## config.mk

```make
export PLATFORM = sky130hd
export DESIGN_NAME = dmulh_lane_unit
export DESIGN_NICKNAME = d
export VERILOG_FILES = /design/src/rtl/dmulh_pkg.sv /design/src/rtl/dmulh_elem.sv /design/src/rtl/dmulh_datapath.sv /design/src/rtl/dmulh_ctrl.sv /design/src/rtl/dmulh_lane_unit.sv
export SDC_FILE = /design/constraint.sdc
export NUM_CORES = 2
export LEC_CHECK = 0
export BUFFER_PORTS_ARGS = -buffer_cell sky130_fd_sc_hd__buf_2
export CAP_MARGIN = 20
export CORE_UTILIZATION = 55
export CTS_CLUSTER_DIAMETER = 80
export CTS_CLUSTER_SIZE = 8
export DETAILED_ROUTE_END_ITERATION = 10
export GPL_ROUTABILITY_DRIVEN = 0
export PLACE_DENSITY = 0.83
export SLEW_MARGIN = 30
export SYNTH_ARGS = -nofsm -noshare
export SYNTH_HDL_FRONTEND = slang
export SYNTH_SLANG_ARGS = --single-unit
```

## constraint.sdc

```tcl
create_clock -name clk -period 24.8 [get_ports clk]
set_input_delay 6.2 -clock clk [delete_from_list [all_inputs] [get_ports clk]]
set_output_delay 6.2 -clock clk [all_outputs]
set_load 0.05 [all_outputs]
```

## src/rtl/dmulh_pkg.sv

```systemverilog
package dmulh_pkg;
  typedef enum logic [1:0] {
    SZ_B8     = 2'b00,
    SZ_B16    = 2'b01,
    SZ_B32    = 2'b10,
    SZ_B32ALT = 2'b11
  } elemSize_e;

  typedef struct packed {
    logic capture;
    logic clearQc;
  } laneStrobe_t;
endpackage

```

## src/rtl/dmulh_elem.sv

```systemverilog
module dmulh_elem #(
  parameter int W = 8
) (
  input  logic [W-1:0] a,
  input  logic [W-1:0] b,
  input  logic         roundEn,
  output logic [W-1:0] res,
  output logic         sat
);
  localparam int PW = 2 * W + 2;
  localparam logic signed [PW-1:0] MAXV = {{(W + 3){1'b0}}, {(W - 1){1'b1}}};
  localparam logic signed [PW-1:0] MINV = ~MAXV;

  logic signed [PW-1:0] aWide, bWide, rndTerm, prod, shifted;

  always_comb begin
    aWide = PW'($signed(a));
    bWide = PW'($signed(b));
    rndTerm = '0;
    if (roundEn) rndTerm[W-1] = 1'b1;
    prod = ((aWide * bWide) <<< 1) + rndTerm;
    shifted = prod >>> W;
    if (shifted > MAXV) begin
      res = MAXV[W-1:0];
      sat = 1'b1;
    end else if (shifted < MINV) begin
      res = MINV[W-1:0];
      sat = 1'b1;
    end else begin
      res = shifted[W-1:0];
      sat = 1'b0;
    end
  end
endmodule

```

## src/rtl/dmulh_datapath.sv

```systemverilog
module dmulh_datapath
  import dmulh_pkg::*;
#(
  parameter int BEAT_W = 32
) (
  input  logic              clk,
  input  logic              rst_n,
  input  laneStrobe_t       strobe,
  input  logic [BEAT_W-1:0] opA,
  input  logic [BEAT_W-1:0] opB,
  input  logic              scalarSel,
  input  logic [1:0]        beatIdx,
  input  logic [BEAT_W/8-1:0] byteMask,
  input  logic [1:0]        elemSize,
  input  logic              roundEn,
  input  logic [BEAT_W-1:0] destPrev,
  output logic [BEAT_W-1:0] outData,
  output logic [1:0]        outBeat,
  output logic              qcFlag
);
  localparam int NB  = BEAT_W / 8;
  localparam int N16 = BEAT_W / 16;
  localparam int N32 = BEAT_W / 32;

  logic [BEAT_W-1:0] res8, res16, res32, chosen, merged;
  logic [NB-1:0]  sat8;
  logic [N16-1:0] sat16;
  logic [N32-1:0] sat32;
  logic satHit;

  for (genvar i = 0; i < NB; i++) begin : g_b8
    dmulh_elem #(.W(8)) i_elem (
      .a(opA[8*i +: 8]),
      .b(scalarSel ? opB[7:0] : opB[8*i +: 8]),
      .roundEn(roundEn),
      .res(res8[8*i +: 8]),
      .sat(sat8[i])
    );
  end

  for (genvar j = 0; j < N16; j++) begin : g_b16
    dmulh_elem #(.W(16)) i_elem (
      .a(opA[16*j +: 16]),
      .b(scalarSel ? opB[15:0] : opB[16*j +: 16]),
      .roundEn(roundEn),
      .res(res16[16*j +: 16]),
      .sat(sat16[j])
    );
  end

  for (genvar k = 0; k < N32; k++) begin : g_b32
    dmulh_elem #(.W(32)) i_elem (
      .a(opA[32*k +: 32]),
      .b(scalarSel ? opB[31:0] : opB[32*k +: 32]),
      .roundEn(roundEn),
      .res(res32[32*k +: 32]),
      .sat(sat32[k])
    );
  end

  // Element select, saturation gated by the mask bit of the element's low byte
  always_comb begin
    satHit = 1'b0;
    case (elemSize)
      SZ_B8: begin
        chosen = res8;
        for (int i = 0; i < NB; i++) satHit = satHit | (sat8[i] & byteMask[i]);
      end
      SZ_B16: begin
        chosen = res16;
        for (int j = 0; j < N16; j++) satHit = satHit | (sat16[j] & byteMask[2*j]);
      end
      default: begin
        chosen = res32;
        for (int k = 0; k < N32; k++) satHit = satHit | (sat32[k] & byteMask[4*k]);
      end
    endcase
    for (int i = 0; i < NB; i++)
      merged[8*i +: 8] = byteMask[i] ? chosen[8*i +: 8] : destPrev[8*i +: 8];
  end

  always_ff @(posedge clk) begin
    if (!rst_n) begin
      outData <= '0;
      outBeat <= '0;
      qcFlag  <= 1'b0;
    end else begin
      if (strobe.capture) begin
        outData <= merged;
        outBeat <= beatIdx;
      end
      if (strobe.capture && satHit) qcFlag <= 1'b1;
      else if (strobe.clearQc)      qcFlag <= 1'b0;
    end
  end
endmodule

```

## src/rtl/dmulh_ctrl.sv

```systemverilog
module dmulh_ctrl
  import dmulh_pkg::*;
(
  input  logic        clk,
  input  logic        rst_n,
  input  logic        inValid,
  input  logic        outReady,
  input  logic        qcClear,
  output logic        inReady,
  output logic        outValid,
  output laneStrobe_t strobe
);
  logic accept;

  assign inReady        = !outValid || outReady;
  assign accept         = inValid && inReady;
  assign strobe.capture = accept;
  assign strobe.clearQc = qcClear;

  always_ff @(posedge clk) begin
    if (!rst_n)        outValid <= 1'b0;
    else if (accept)   outValid <= 1'b1;
    else if (outReady) outValid <= 1'b0;
  end
endmodule

```

## src/rtl/dmulh_lane_unit.sv

```systemverilog
module dmulh_lane_unit
  import dmulh_pkg::*;
#(
  parameter int BEAT_W = 32
) (
  input  logic              clk,
  input  logic              rst_n,
  input  logic              inValid,
  output logic              inReady,
  input  logic [BEAT_W-1:0] opA,
  input  logic [BEAT_W-1:0] opB,
  input  logic              scalarSel,
  input  logic [1:0]        beatIdx,
  input  logic [BEAT_W/8-1:0] byteMask,
  input  logic [1:0]        elemSize,
  input  logic              roundEn,
  input  logic [BEAT_W-1:0] destPrev,
  input  logic              outReady,
  output logic              outValid,
  output logic [BEAT_W-1:0] outData,
  output logic [1:0]        outBeat,
  input  logic              qcClear,
  output logic              qcFlag
);
  laneStrobe_t strobe;

  dmulh_ctrl i_ctrl (
    .clk(clk), .rst_n(rst_n), .inValid(inValid), .outReady(outReady),
    .qcClear(qcClear), .inReady(inReady), .outValid(outValid), .strobe(strobe)
  );

  dmulh_datapath #(.BEAT_W(BEAT_W)) i_dp (
    .clk(clk), .rst_n(rst_n), .strobe(strobe), .opA(opA), .opB(opB),
    .scalarSel(scalarSel), .beatIdx(beatIdx), .byteMask(byteMask),
    .elemSize(elemSize), .roundEn(roundEn), .destPrev(destPrev),
    .outData(outData), .outBeat(outBeat), .qcFlag(qcFlag)
  );
endmodule

```

# --- Word level (Yosys, flattened, before mapping) ---
# Index checks and enable logic that the tools add are counted.
word_totals:
  mem_count: 0
  rom_bits: 0
  mem_bits_rw: 0
  input_bits: 111
  latchBits: 0
  regBits: 36
  output_inout_bits: 37
op_classes:
  n_div: 0
  mul: 7
  magnitude_cmp: 14
  n_reduce_logical: 7
  n_bitwise: 11
  n_eq_ne: 1
  n_shift: 0
  add_sub_neg: 7
  n_mux: 43
op_table:
  columns: ["op", "count"]
  rows:
  - ["$mux 8", 15]
  - ["$mux 16", 5]
  - ["$add 17x9->18", 4]
  - ["$add 33x17->34", 2]
  - ["$add 65x33->66", 1]
  - ["$mul 16x16->32", 2]
  - ["$mul 32x32->64", 1]
  - ["$mul 8x8->16", 4]
  - ["$mux 32", 2]
  - ["$pmux 32 s2", 1]
  - ["$gt 10x8->1 const B", 4]
  - ["$lt 10x8->1 const B", 4]
  - ["$gt 18x16->1 const B", 2]
  - ["$lt 18x16->1 const B", 2]
  - ["$gt 34x32->1 const B", 1]
  - ["$lt 34x32->1 const B", 1]
  - ["$mux 1", 19]
  - ["$and 1x1->1", 7]
  - ["$or 1x1->1", 4]
  - ["$reduce_bool 2->1", 2]
  - ["$eq 2x1->1 const B", 1]
  - ["$logic_and 1x1->1", 2]
  - ["$logic_not 2->1", 1]
  - ["$pmux 1 s2", 1]
  - ["other kinds (2)", 2]

# --- Longest topological paths before layout ---
logic_depth:
  ltp_word: 13
  mapped_depth: 38
  ltp_nobuf: 34

# --- Modules after synthesis ---
# Synthesis repeated with hierarchy kept, for this count alone.
hier_totals:
  hier_cells: 8007
  hier_area_um2: 72366.9
modules_own_cells:
  columns: ["mod", "cells_each", "area_each_um2", "instances"]
  rows:
  - ["dmulh_elem at i_dp.g_b32[0].i_elem", 4109, 37606.1, 1]
  - ["dmulh_elem at i_dp.g_b16[0].i_elem ...", 1159, 10441.3, 2]
  - ["dmulh_elem at i_dp.g_b8[0].i_elem ...", 310, 2733.9, 3]
  - ["dmulh_datapath", 344, 2905.3, 1]
  - ["dmulh_elem at i_dp.g_b8[3].i_elem", 299, 2698.8, 1]
  - ["dmulh_ctrl", 7, 72.6, 1]

# --- Worst setup path before layout ---
# No wires, ideal clock.
synth_path:
  path_kind: "input port to flip-flop"
  startpoint: "input port opA[31]"
  endpoint: "register i_dp.outData[30]"
  setup_time_ps: 127
  n_path_buf: 5
  path_stages: 35
  setup_slack_ps: 9411
  t_arrival_ps: 15262
  path_cell_list: "clkbuf_1 -> clkbuf_1 -> nand2_1 -> inv_1 -> fa_1 -> inv_1 -> fa_1 -> inv_1 -> fa_1 -> fa_1 -> inv_1 -> fa_1 -> inv_1 -> fa_1 -> inv_1 -> fa_1 -> inv_1 -> fa_1 -> ha_1 -> clkbuf_1 -> a21oi_1 -> o21ai_0 -> a21boi_0 -> nand3_1 -> o311ai_1 -> a31oi_1 -> xnor2_1 -> nor4b_2 -> nand4_1 -> a211o_1 -> and2_4 -> buf_6 -> buf_6 -> a221oi_2 -> a22oi_1"
synth_via:
  elab_chain_cells: 7
  elab_cells_between_ends: 20
  classes_between: "add/sub (3); mul (3); order compare (6); mux (8)"
synth_lines:
  columns: ["item", "line", "text"]
  rows:
  - ["start, declared", "dmulh_lane_unit.sv:10", "input logic [BEAT_W-1:0] opA,"]
  - ["$mul 32x32->64 (tied with other cells)", "dmulh_elem.sv:21", "prod = ((aWide * bWide) <<< 1) + rndTerm;"]
  - ["$add 65x33->66 (tied with other cells)", "dmulh_elem.sv:21", null]
  - ["$lt 34x32->1 (tied with other cells)", "dmulh_elem.sv:26", "end else if (shifted < MINV) begin"]
  - ["$mux 32 (tied with other cells)", "dmulh_elem.sv:26", null]
  - ["$mux 32 (tied with other cells)", "dmulh_elem.sv:23", "if (shifted > MAXV) begin"]
  - ["$pmux 32 s2 (*)", "dmulh_datapath.sv:64", "case (elemSize)"]
  - ["$mux 8 (*)", "dmulh_datapath.sv:79", "merged[8*i +: 8] = byteMask[i] ? chosen[8*i +: 8] : destPrev[8*i +: 8];"]
  - ["end signal, assigned", "dmulh_datapath.sv:89", "outData <= merged;"]
  - ["end, declared", "dmulh_datapath.sv:17", "output logic [BEAT_W-1:0] outData,"]
# Every way passes the cells marked *; elsewhere a longest branch is shown, timed or not.
# A chain may end at the register's enable or synchronous reset.

# --- Worst setup path after layout ---
layout_path:
  startpoint: "input port opA[31]"
  endpoint: "register i_dp.outData[8]"
layout_via:
  elab_chain_cells: 7
  elab_cells_between_ends: 8
  classes_between: "add/sub (1); mul (1); order compare (2); mux (4)"
layout_lines:
  columns: ["item", "line"]
  rows:
  - ["$mul 32x32->64 (*)", "dmulh_elem.sv:21"]
  - ["$add 65x33->66 (*)", "dmulh_elem.sv:21"]
  - ["$lt 34x32->1", "dmulh_elem.sv:26"]
  - ["$mux 32", "dmulh_elem.sv:26"]
  - ["$mux 32 (*)", "dmulh_elem.sv:23"]
  - ["$pmux 32 s2 (*)", "dmulh_datapath.sv:64"]
  - ["$mux 8 (*)", "dmulh_datapath.sv:79"]
# Marked as above.

==> metrics.csv <==
metric,value,unit
timing.rr.start,i_ctrl.outValid,
num_vias,53895,
wl,195.7,mm
cp.required,25000,ps
grt_max_degree,57,
ys.warnings.count,0,
crit_top_cell,fa_1,
synth_async_sr_flop_share,0,%
fillers,10259,
crit_fanout,53,
ys_seq_area_share,1.041,%
outcome,"finished, final reports clean",
synthMuxAreaShare,0.5477,%
clock_sinks,36,
maxSlewHeadroom,24.03,%
dr.first_iter.drc_count,5148,
fin_nets,9900,
fmax,58.42,MHz
max_stage_delay,860,ps
worst_setup_path_end_kind,flip-flop,
final_design_area_no_fill,71230,µm²
synth_nets,10048,
worstSetupStartpoint,opA[31],
grt_pass1_wl,318.6,mm
post_cts_buffers,0,
worst_path_max_delay_cell,fa_1,
io_pins,148,
grtUsageTotal,31.97,%
synth_compound_area_share,6.814,%
synthFlopType,dfxtp_1,
layout_common_cells,"inv_1 (1,925), fa_1 (1,809), nand2_1 (883), and2_1 (559), ha_1 (446)",
coreArea,124300,µm²
cts_tree,built,
ctsResizeCount,0,
crit_buf_inv,9,
initial_utilization,55.70,%
globalRoute.totalOverflow,0,
startpoint_type,primary input,
setup_viol,0,
critPathArrivalTime,17320,ps
drv_cap,0,
detail_route.wl_per_cell,21.32,µm
netlist_area,69230,µm²
rows,129,
synth_fa_ha_area_share,60.39,%
fin_ws,7682,ps
final-hold-violation-count,0,
via_per_inst,5.872,
period_share,69.03,%
finalMaxSlewViolations,0,
synth.avg_cell_area,9.011,µm²
clock_tree.root_cell,clkbuf_16,
worst_pin_slew,1140,ps
yosys.area_share.xor_xnor,3.074,%
yosys_register_bits,36,
grt_pass1_vias,60535,
reg2regPathDepth,8,
die_x,356.8,µm
setup_tns,0,ps
first_pass_iters,10,
final.min_clock_period,17120,ps
ff2ff_setup_slack,22590,ps
rr_endpoint,i_dp.outData[7],
endpoint,i_dp.outData[8],
die_height,356.8,µm
holdCritPathClass,reg2reg,
hold_buffers,0,
clk_latency,280,ps
detail-route-antenna-nets,0,
path_clk_slew,60,ps
post-dp-hpwl,161.1,mm
fp.dieArea,127300,µm²
pre_cts_slack,7435,ps
critPathTopFamily,adder cells,
route.detailed.drc,0,
synth_enable_flop_cells,0,
clk_path_buf_depth,2,
worst-path-stages,32,
drive_above_1_share,3.703,%
yosys.cell_types.count,98,
area_growth,2.892,%
portBuffers,147,
netlist_instances,7682,
layout_commonest_cell,inv_1,
synth_top_family_by_area,adder cells,
htreeDepth,2,
antenna_found_initial,12,
postPlaceCellArea,71040,µm²
cts-buffers-inserted,5,
fin_skew,4.431,ps
grt_setup_unrepaired,false,
worstSetupPathType,in2reg,
yosys.area_share.simple,15.77,%
## metrics by stage
stage	hold slack, ps	cells	utilization, %
2_1_floorplan	676.1	7682	-
5_1_grt	480.5	9178	57.31
3_5_place_dp	457.3	9164	57.16
3_3_place_gp	447.7	9164	57.14
4_1_cts	465.1	9171	57.27
6_report	462.0	9179	57.31
## metal layers
metal,GRT usage [%],part of all wire [%],wire (µm),up-vias
met4,21.41,8.1,15870,8
li1,-,-,-,22597
met5,0,0.038,75,-
met3,6.189,9.6,18720,905
met2,53.57,48,94780,3078
met1,37.37,34,66270,27307
## registers in the layout (all words and copies together), names as in the netlist
name             count
i_dp.outBeat         2
i_dp.outData        32
i_dp.qcFlag          1
i_ctrl.outValid      1
## how the worst min path moves through the flow
stage / from / end / cells after the start
2_1_floorplan: i_dp.outData[31] / i_dp.outData[31] / 2
3_3_place_gp: i_dp.outBeat[1] / i_dp.outBeat[1] / 2
3_5_place_dp: i_dp.outData[31] / i_dp.outData[31] / 2
4_1_cts: i_dp.outData[31] / i_dp.outData[31] / 2
5_1_grt: i_dp.outBeat[1] / i_dp.outBeat[1] / 2
6_report: i_dp.outData[31] / i_dp.outData[31] / 2
## synth_stat cells, drive strengths merged, types with 17 or more instances
cell type,instances,area (µm²)
a21o,44,330.3
inv,1925,7226
clkbuf,317,1190
nand2,883,3314
o21bai,17,127.6
and4,17,148.9
ha,446,5580
dfxtp,36,720.7
nand3,64,320.3
o21a,32,240.2
and2,560,3506
a31oi,29,181.4
nand2b,81,506.7
xor2,79,691.9
nor3,46,235.2
and3,27,168.9
o21ai,126,630.6
a211o,17,148.9
buf,26,137.6
xnor2,164,1436
a211oi,48,387.9
nand4,56,365.3
mux2i,21,210.2
o211ai,29,217.7
nor2,168,630.6
or3,30,187.7
fa,1809,36210
or2,29,181.4
nor2b,125,782.0
a21oi,177,885.9
## layout make-up
cell class	instances	area [µm²]	share of cell area [%]
clock inverters	1	5.005	0.007027
well taps	1637	2048	2.876
repair buffers	188	1054	1.479
inverters	1927	7233	10.16
diodes	8	20.02	0.02811
flip-flops and latches	36	720.7	1.012
clock buffers	6	128.9	0.1809
multi-input cells	5376	60020	84.26
## cell families (layout without fill, tap and decap cells)
group                      Yosys count  after routing
and+or+nand+nor                   2149           2149
adders and majority gates         2256           2256
muxes                               36             36
other                                0              8
xor gates and xnor gates           243            243
DFF                                 36             36
AOI/OAI and AO/OA                  692            692
buffers and inverters             2270           2122
## worst register-to-register path: stages, from the launching register on
cell	delay, ps
dfxtp_1	300
nand2b_1	120
nand2_1	340
and2_1	300
buf_4	250
a21oi_1	200
o21ai_0	160
a21o_1	240
o211a_1	200
Power is left out: the tool's default activity adds up to more than one toggle a clock period on the data nets, which glitch-free logic cannot reach.
